--- config.mk ---
export PLATFORM = sky130hd
export DESIGN_NAME = ptw_refill
export DESIGN_NICKNAME = d
export VERILOG_FILES = /design/src/rtl/ptw_pkg.sv /design/src/rtl/ptw_addr_calc.sv /design/src/rtl/ptw_outcome.sv /design/src/rtl/ptw_refill.sv
export SDC_FILE = /design/constraint.sdc
export NUM_CORES = 1
export LEC_CHECK = 0
export ABC_AREA = 0
export BUFFER_PORTS_ARGS = -buffer_cell sky130_fd_sc_hd__buf_4
export CAP_MARGIN = 20
export CORE_ASPECT_RATIO = 0.7
export CORE_MARGIN = 5
export CORE_UTILIZATION = 45
export CTS_CLUSTER_DIAMETER = 80
export DETAILED_ROUTE_END_ITERATION = 8
export GPL_TIMING_DRIVEN = 0
export HOLD_SLACK_MARGIN = 0.05
export PLACE_DENSITY = 0.74
export SYNTH_ARGS = -nofsm -noshare
export SYNTH_HDL_FRONTEND = slang
export SYNTH_HIERARCHICAL = 1
export SYNTH_SLANG_ARGS = --single-unit
--- constraint.sdc ---
create_clock -name clk -period 6.8 [get_ports clk]
set_input_delay 0.68 -clock clk [delete_from_list [all_inputs] [get_ports clk]]
set_output_delay 0.68 -clock clk [all_outputs]
set_load 0.03 [all_outputs]
--- src/rtl/ptw_pkg.sv ---
package ptw_pkg;

  typedef logic [31:0] word_t;

  typedef enum logic [1:0] {
    RES_MATCH   = 2'd0,
    RES_INVALID = 2'd1,
    RES_DIRTY   = 2'd2,
    RES_NOMATCH = 2'd3
  } res_code_e;

  typedef enum logic [2:0] {
    ST_IDLE,
    ST_REQ,
    ST_WAIT,
    ST_WRITE,
    ST_DONE
  } walk_state_e;

  typedef enum logic [1:0] {
    PH_DIR,
    PH_EVEN,
    PH_ODD
  } walk_phase_e;

endpackage

--- src/rtl/ptw_addr_calc.sv ---
// Forms the kernel-context register views and the physical read address
// for each of the three reads of a walk.
module ptw_addr_calc
  import ptw_pkg::*;
#(
  parameter word_t KSEG_BASE  = 32'h8000_0000,
  parameter int    ASID_W     = 8,
  parameter int    PAGE_SHIFT = 12,
  parameter int    DIR_SHIFT  = 22
) (
  input  walk_phase_e                phase,
  input  logic [31:PAGE_SHIFT+1]     va_pair,
  input  word_t                      dir_ptr,
  input  word_t                      pt_ptr,
  input  word_t                      saved_ctx,
  input  word_t                      saved_ehi,
  output word_t                      walk_ctx,
  output word_t                      walk_ehi,
  output word_t                      rd_addr
);
  localparam int    PAIR_SHIFT = PAGE_SHIFT + 1;
  localparam word_t CTX_FIELD  = 32'h007F_FFFF;
  localparam word_t CTX_VPN    = 32'h007F_FFF0;
  localparam int    CTX_SHIFT  = 9;
  localparam word_t PAIR_MASK  = 32'h0000_0FF8;
  localparam word_t ASID_KEEP  = word_t'((64'd1 << ASID_W) - 64'd1);
  localparam word_t VPN2_MASK  = ~word_t'((64'd1 << PAIR_SHIFT) - 64'd1);
  localparam word_t WORD_BYTES = 32'd4;

  word_t va_vpn;
  word_t dir_off;
  word_t pair_off;
  word_t dir_addr;
  word_t pair_addr;

  always_comb begin
    va_vpn    = {va_pair, {PAIR_SHIFT{1'b0}}};
    walk_ctx  = (saved_ctx & ~CTX_FIELD) | ((va_vpn >> CTX_SHIFT) & CTX_VPN);
    walk_ehi  = (saved_ehi & ASID_KEEP) | (va_vpn & VPN2_MASK);
    dir_off   = (va_vpn >> DIR_SHIFT) << 2;
    pair_off  = (walk_ctx >> 1) & PAIR_MASK;
    dir_addr  = (dir_ptr - KSEG_BASE) + dir_off;
    pair_addr = (pt_ptr - KSEG_BASE) + pair_off;
    unique case (phase)
      PH_DIR:  rd_addr = dir_addr;
      PH_EVEN: rd_addr = pair_addr;
      default: rd_addr = pair_addr + WORD_BYTES;
    endcase
  end

endmodule

--- src/rtl/ptw_outcome.sv ---
// Converts the two fetched entries to EntryLo form and grades the access.
module ptw_outcome
  import ptw_pkg::*;
#(
  parameter int PTE_SHIFT  = 6,
  parameter int PAGE_SHIFT = 12,
  parameter int VALID_BIT  = 1,
  parameter int DIRTY_BIT  = 2
) (
  input  logic [31-PTE_SHIFT:0]  ent_even,
  input  logic [31-PTE_SHIFT:0]  ent_odd,
  input  logic [PAGE_SHIFT:0]    va_low,
  input  logic                   is_write,
  output word_t                  lo0,
  output word_t                  lo1,
  output res_code_e              code,
  output word_t                  paddr
);
  localparam int LO_W    = 32 - PTE_SHIFT;
  localparam int FRAME_W = 32 - PAGE_SHIFT;

  logic [FRAME_W-1:0] sel_frame;
  logic               sel_valid;
  logic               sel_dirty;
  logic               use_odd;

  always_comb begin
    lo0      = {{PTE_SHIFT{1'b0}}, ent_even};
    lo1      = {{PTE_SHIFT{1'b0}}, ent_odd};
    use_odd  = va_low[PAGE_SHIFT];
    if (use_odd) begin
      sel_frame = ent_odd[LO_W-1:LO_W-FRAME_W];
      sel_valid = ent_odd[VALID_BIT];
      sel_dirty = ent_odd[DIRTY_BIT];
    end else begin
      sel_frame = ent_even[LO_W-1:LO_W-FRAME_W];
      sel_valid = ent_even[VALID_BIT];
      sel_dirty = ent_even[DIRTY_BIT];
    end
    if (!sel_valid) begin
      code  = RES_INVALID;
      paddr = '0;
    end else if (is_write && !sel_dirty) begin
      code  = RES_DIRTY;
      paddr = '0;
    end else begin
      code  = RES_MATCH;
      paddr = {sel_frame, va_low[PAGE_SHIFT-1:0]};
    end
  end

endmodule

--- src/rtl/ptw_refill.sv ---
module ptw_refill
  import ptw_pkg::*;
#(
  parameter int    IDX_W      = 4,
  parameter int    ASID_W     = 8,
  parameter word_t KSEG_BASE  = 32'h8000_0000
) (
  input  logic             clk,
  input  logic             rst_n,
  input  logic             miss_valid,
  output logic             miss_ready,
  input  logic [31:0]      miss_vaddr,
  input  logic             miss_write,
  input  logic [31:0]      dir_base,
  input  logic [31:0]      sw_badva,
  input  logic [31:0]      sw_context,
  input  logic [31:0]      sw_entryhi,
  output logic [31:0]      vis_badva,
  output logic [31:0]      vis_context,
  output logic [31:0]      vis_entryhi,
  output logic             mem_req_valid,
  input  logic             mem_req_ready,
  output logic [31:0]      mem_req_addr,
  input  logic             mem_rsp_valid,
  input  logic [31:0]      mem_rsp_data,
  input  logic [IDX_W-1:0] rand_idx,
  output logic             tlb_we,
  output logic [IDX_W-1:0] tlb_idx,
  output logic [31:0]      tlb_entryhi,
  output logic [31:0]      tlb_lo0,
  output logic [31:0]      tlb_lo1,
  output logic             res_valid,
  output logic [1:0]       res_code,
  output logic [31:0]      res_paddr
);
  localparam int PAGE_SHIFT = 12;
  localparam int PTE_SHIFT  = 6;
  localparam int LO_W       = 32 - PTE_SHIFT;

  walk_state_e      state_q;
  walk_phase_e      phase_q;
  word_t            va_q;
  logic             wr_q;
  word_t            dir_q;
  word_t            sv_bad_q;
  word_t            sv_ctx_q;
  word_t            sv_ehi_q;
  word_t            pt_q;
  logic [LO_W-1:0]  even_q;
  logic [LO_W-1:0]  odd_q;
  res_code_e        code_q;
  word_t            paddr_q;

  word_t            walk_ctx;
  word_t            walk_ehi;
  word_t            rd_addr;
  word_t            lo0_w;
  word_t            lo1_w;
  res_code_e        out_code;
  word_t            out_paddr;
  logic             take_miss;

  ptw_addr_calc #(
    .KSEG_BASE (KSEG_BASE),
    .ASID_W    (ASID_W),
    .PAGE_SHIFT(PAGE_SHIFT)
  ) u_addr (
    .phase    (phase_q),
    .va_pair  (va_q[31:PAGE_SHIFT+1]),
    .dir_ptr  (dir_q),
    .pt_ptr   (pt_q),
    .saved_ctx(sv_ctx_q),
    .saved_ehi(sv_ehi_q),
    .walk_ctx (walk_ctx),
    .walk_ehi (walk_ehi),
    .rd_addr  (rd_addr)
  );

  ptw_outcome #(
    .PTE_SHIFT (PTE_SHIFT),
    .PAGE_SHIFT(PAGE_SHIFT)
  ) u_grade (
    .ent_even(even_q),
    .ent_odd (odd_q),
    .va_low  (va_q[PAGE_SHIFT:0]),
    .is_write(wr_q),
    .lo0     (lo0_w),
    .lo1     (lo1_w),
    .code    (out_code),
    .paddr   (out_paddr)
  );

  assign miss_ready = (state_q == ST_IDLE);
  assign take_miss  = miss_valid && miss_ready;

  // Walk sequencer: directory read, even entry, odd entry, TLB write, result.
  always_ff @(posedge clk) begin
    if (!rst_n) begin
      state_q  <= ST_IDLE;
      phase_q  <= PH_DIR;
      va_q     <= '0;
      wr_q     <= 1'b0;
      dir_q    <= '0;
      sv_bad_q <= '0;
      sv_ctx_q <= '0;
      sv_ehi_q <= '0;
      pt_q     <= '0;
      even_q   <= '0;
      odd_q    <= '0;
      code_q   <= RES_NOMATCH;
      paddr_q  <= '0;
    end else begin
      unique case (state_q)
        ST_IDLE: begin
          if (take_miss) begin
            va_q     <= miss_vaddr;
            wr_q     <= miss_write;
            dir_q    <= dir_base;
            sv_bad_q <= sw_badva;
            sv_ctx_q <= sw_context;
            sv_ehi_q <= sw_entryhi;
            phase_q  <= PH_DIR;
            if (dir_base == '0) begin
              code_q  <= RES_NOMATCH;
              paddr_q <= '0;
              state_q <= ST_DONE;
            end else begin
              state_q <= ST_REQ;
            end
          end
        end
        ST_REQ: begin
          if (mem_req_ready) state_q <= ST_WAIT;
        end
        ST_WAIT: begin
          if (mem_rsp_valid) begin
            unique case (phase_q)
              PH_DIR: begin
                pt_q    <= mem_rsp_data;
                phase_q <= PH_EVEN;
                state_q <= ST_REQ;
              end
              PH_EVEN: begin
                even_q  <= mem_rsp_data[31:PTE_SHIFT];
                phase_q <= PH_ODD;
                state_q <= ST_REQ;
              end
              default: begin
                odd_q   <= mem_rsp_data[31:PTE_SHIFT];
                state_q <= ST_WRITE;
              end
            endcase
          end
        end
        ST_WRITE: begin
          code_q  <= out_code;
          paddr_q <= out_paddr;
          state_q <= ST_DONE;
        end
        default: begin
          state_q <= ST_IDLE;
        end
      endcase
    end
  end

  assign mem_req_valid = (state_q == ST_REQ);
  assign mem_req_addr  = rd_addr;

  assign tlb_we      = (state_q == ST_WRITE);
  assign tlb_idx     = rand_idx;
  assign tlb_entryhi = walk_ehi;
  assign tlb_lo0     = lo0_w;
  assign tlb_lo1     = lo1_w;

  assign res_valid = (state_q == ST_DONE);
  assign res_code  = code_q;
  assign res_paddr = paddr_q;

  // Register views: live when idle, kernel walk values while walking,
  // captured values once the result is issued.
  always_comb begin
    unique case (state_q)
      ST_IDLE: begin
        vis_badva   = sw_badva;
        vis_context = sw_context;
        vis_entryhi = sw_entryhi;
      end
      ST_DONE: begin
        vis_badva   = sv_bad_q;
        vis_context = sv_ctx_q;
        vis_entryhi = sv_ehi_q;
      end
      default: begin
        vis_badva   = va_q;
        vis_context = walk_ctx;
        vis_entryhi = walk_ehi;
      end
    endcase
  end

  assert_result_pulse_R12: assert property (
    @(posedge clk) disable iff (!rst_n) res_valid |=> !res_valid)
    else $error("result pulse longer than one cycle");

  assert_no_accept_on_result_R1: assert property (
    @(posedge clk) disable iff (!rst_n) res_valid |-> !miss_ready)
    else $error("miss accepted during result cycle");

  assert_req_hold_R11: assert property (
    @(posedge clk) disable iff (!rst_n)
    (mem_req_valid && !mem_req_ready) |=> (mem_req_valid && $stable(mem_req_addr)))
    else $error("memory request dropped or changed under back-pressure");

  assert_write_then_result_R5: assert property (
    @(posedge clk) disable iff (!rst_n) tlb_we |=> (res_valid && !tlb_we))
    else $error("TLB write not followed by result");

  assert_zero_dir_abort_R9: assert property (
    @(posedge clk) disable iff (!rst_n)
    (take_miss && dir_base == '0) |=> (res_valid && res_code == RES_NOMATCH && !mem_req_valid))
    else $error("zero directory did not abort");

  assert_restore_in_result_R10: assert property (
    @(posedge clk) disable iff (!rst_n)
    (tlb_we && $stable(sv_bad_q)) |=> (vis_badva == $past(sv_bad_q)))
    else $error("fault address not restored");

endmodule

==> results.ini <==
[clock_tree]
cts_tree = built
cts_buffers = 30
ctsHtreeMaxLevel = 1
clk_pin_slew_worst_paths_ps = 70
cts_resized = 0
clock_latency_ps = 590
post_cts_buffers = 0
cts.sink_count = 284
ctsLongestPathBuffers = 3
clockRootBuffer = clkbuf_16
hold_buffers = 0

[sta]
hold_ws_ps = 330
setup_viol = 0
fin_ws_ps = 750
worst_slew_pin_slew_ps = 1080
finalMaxSlewViolations = 0
fin_crit_sh = 0.890
fmax_mhz = 165
tns_ps = 0
maxSlewHeadroom = 0.273
hold_viol = 0
finalClockSkew_ps = 27.4
fin_crit_ps = 6050
rsz0062_at_grt = false

[power_and_ir_drop]
pwr-share-clk = 0.327
p_seq_frac = 0.361
power.internal_uw = 3260
p_per_area_mw_per_mm2 = 232
swShare = 0.364
p_sw_uw = 1860
vdd_drop_max_v = 0.000189
combPwrFrac = 0.313
p_leak_uw = 0.00898

[worst_setup_path]
crit_arrival_ps = 5370
critPathCaptureType = primary output
crit_type = reg -> out
critPathLaunchType = register
cp_cell_sequence = ha_1, fa_1, a21o_1, a221oi_4, xnor2_1, nand2_1, nor4b_1, or3b_2, nor4_1, xor2_1, a221oi_1, buf_4
cp_slowest_cell = nor4b_1
required_ps = 6120
path_max_fanout = 6
slowest_delay_ps = 930

[routing]
viasPerCell = 5.63
first_pass_iters = 6
ant_nets = 0
wl_um = 69200
drc = 0
wire_per_inst_um = 21.1
via_count = 18500
drt_iter0_markers = 1664

[grt]
antenna_found_initial = 3
top_usage_layer = met2
grt_pass1_vias = 17200
grt_usage = 0.306
met3_usage = 0.0651
grt-ovfl-total = 0
grt_use_met2 = 0.463
grt_max_degree = 17
gr-usage-met1 = 0.447
grt_first_pass_wirelength_um = 103000

[synth]
synth_area_leaders = dfxtp_1 33%, nand2_1 13%, mux2i_1 7.1%, buf_4 6.2%, a21oi_1 5.2%
syn_inst = 2266
avgSynthCellArea_um2 = 7.54
synth_edf_count = 0
syn-cell-area_mm2 = 0.0171
synth_top_area_share = 0.333
asyncSetResetFlopFracSynth = 0
synth-main-ff-cell = dfxtp_1
ys_seq_area_frac = 0.333
synth_cell_types = 89
ys_seq_elements = 284
synth_top_area_cell = dfxtp_1
yosys_warnings = 6

[layout]
drive_gt1_frac = 0.277
area_growth_pct = 29.4
final-instance-count-excl-fill = 3276
final_cell_mix = 586 x buf_4, 580 x nand2_1, 284 x dfxtp_1, 178 x a21oi_1, 151 x o21ai_0
layout_commonest_cell = buf_4
fin_nets = 2986

[die]
die_h_um = 173
die_area_mm2 = 0.0420
die_x_um = 243
initial_utilization = 0.458
rows = 59
core-area_mm2 = 0.0374
io_pins = 468

[run]
max_cap_violations = 0

[worst_hold_path]
hp-class = in -> reg

[placed_design]
dpl.hpwl_um = 55600
dp_slack_ps = 1480
io_buffer_count = 445
place_inst = 3218
place.gp.congestion = 0.964

[run_status]
outcome = complete, no violations

==> logic make-up after synthesis <==
logic type                 Yosys count  synth area share
AOI/OAI and AO/OA                  551             0.201
and+or+nand+nor                    902             0.233
other                                2          0.000439
buffers and inverters              316             0.110
xor gates and xnor gates            67            0.0343
adders and majority gates           22            0.0170
DFF                                284             0.333
muxes                              122            0.0715
==> cells in the mapped netlist, drive strengths merged (6+ instances only) <==
cell and n:
and2 6, inv 19, nor2 66, dfxtp 284
o22ai 35, buf 226, nand3 119, nor2b 18
nand2 581, nor3 16, ha 20, or2 6
xnor2 39, a21boi 40, a221oi 6, a21oi 179
o21ai 185, clkbuf 71, a22oi 34, xor2 28
and3 21, nand2b 7, mux2i 121, a21o 7
nor4 15, a211oi 14, nand4 18
==> power groups by stage <==
stage               clock network, uW  logic, uW  registers (uW)
floorplan                           0        976            1840
global placement                    0       1560            1880
detailed placement                  0       1580            1880
CTS                              1680       1590            1850
global route                     1750       1700            1860
finish                           1670       1600            1850
==> cell type report <==
class                      instances  area [um2]
antenna                            2        5.00
clock inverter                    16         166
buffer                           297        1820
multi-input combinational       1685        9590
inverter                          19        71.3
fill                            3482       15200
sequential                       284        5690
tap                              488         611
clock buffer                      40         828
timing repair buffer             445        3340
==> per-layer routing <==
metal,vias up,part of all wire
met1,8850,0.45
met2,810,0.43
li1,8680,-
met3,112,0.092
met5,-,0
met4,0,0.029
==> final timing paths <==
path | startpoint | end | slack [ps] | cells after the start
worst max-delay path | va_q[13] | mem_req_addr[21] | 750 | 12
worst min-delay path | mem_rsp_data[0] | pt_q[0] | 330 | 3
worst max register to register | state_q[1] | sv_bad_q[15] | 4720 | 8
worst min register to register | sv_ctx_q[7] | sv_ctx_q[7] | 450 | 2
==> critical path: cells and delay by family, from the launching register on <==
kind            cells  cell delay (ps)
xor+xnor            2              440
simple gates        4             1870
fa+ha+maj           2              790
buf+inv             1              230
compound gates      3              990
flops               1              460
==> state kept, by name (all words and copies together) (netlist names) <==
| signal | count |
|---|---|
| state_q | 3 |
| wr_q | 1 |
| even_q | 26 |
| res_paddr | 32 |
| phase_q | 2 |
| pt_q | 32 |
| res_code | 2 |
| sv_ehi_q | 32 |
| sv_ctx_q | 32 |
| dir_q | 32 |
| va_q | 32 |
| sv_bad_q | 32 |
| odd_q | 26 |
==> metrics by stage <==
stage,utilization,total power (uW),cell area [um2]
5_1_grt,0.592,5310,22100
3_3_place_gp,0.565,3440,21100
4_1_cts,0.592,5120,22100
2_1_floorplan,-,2820,17200
6_report,0.592,5130,22100
3_5_place_dp,0.565,3460,21100
No activity file was read; power rests on OpenSTA's default activity.
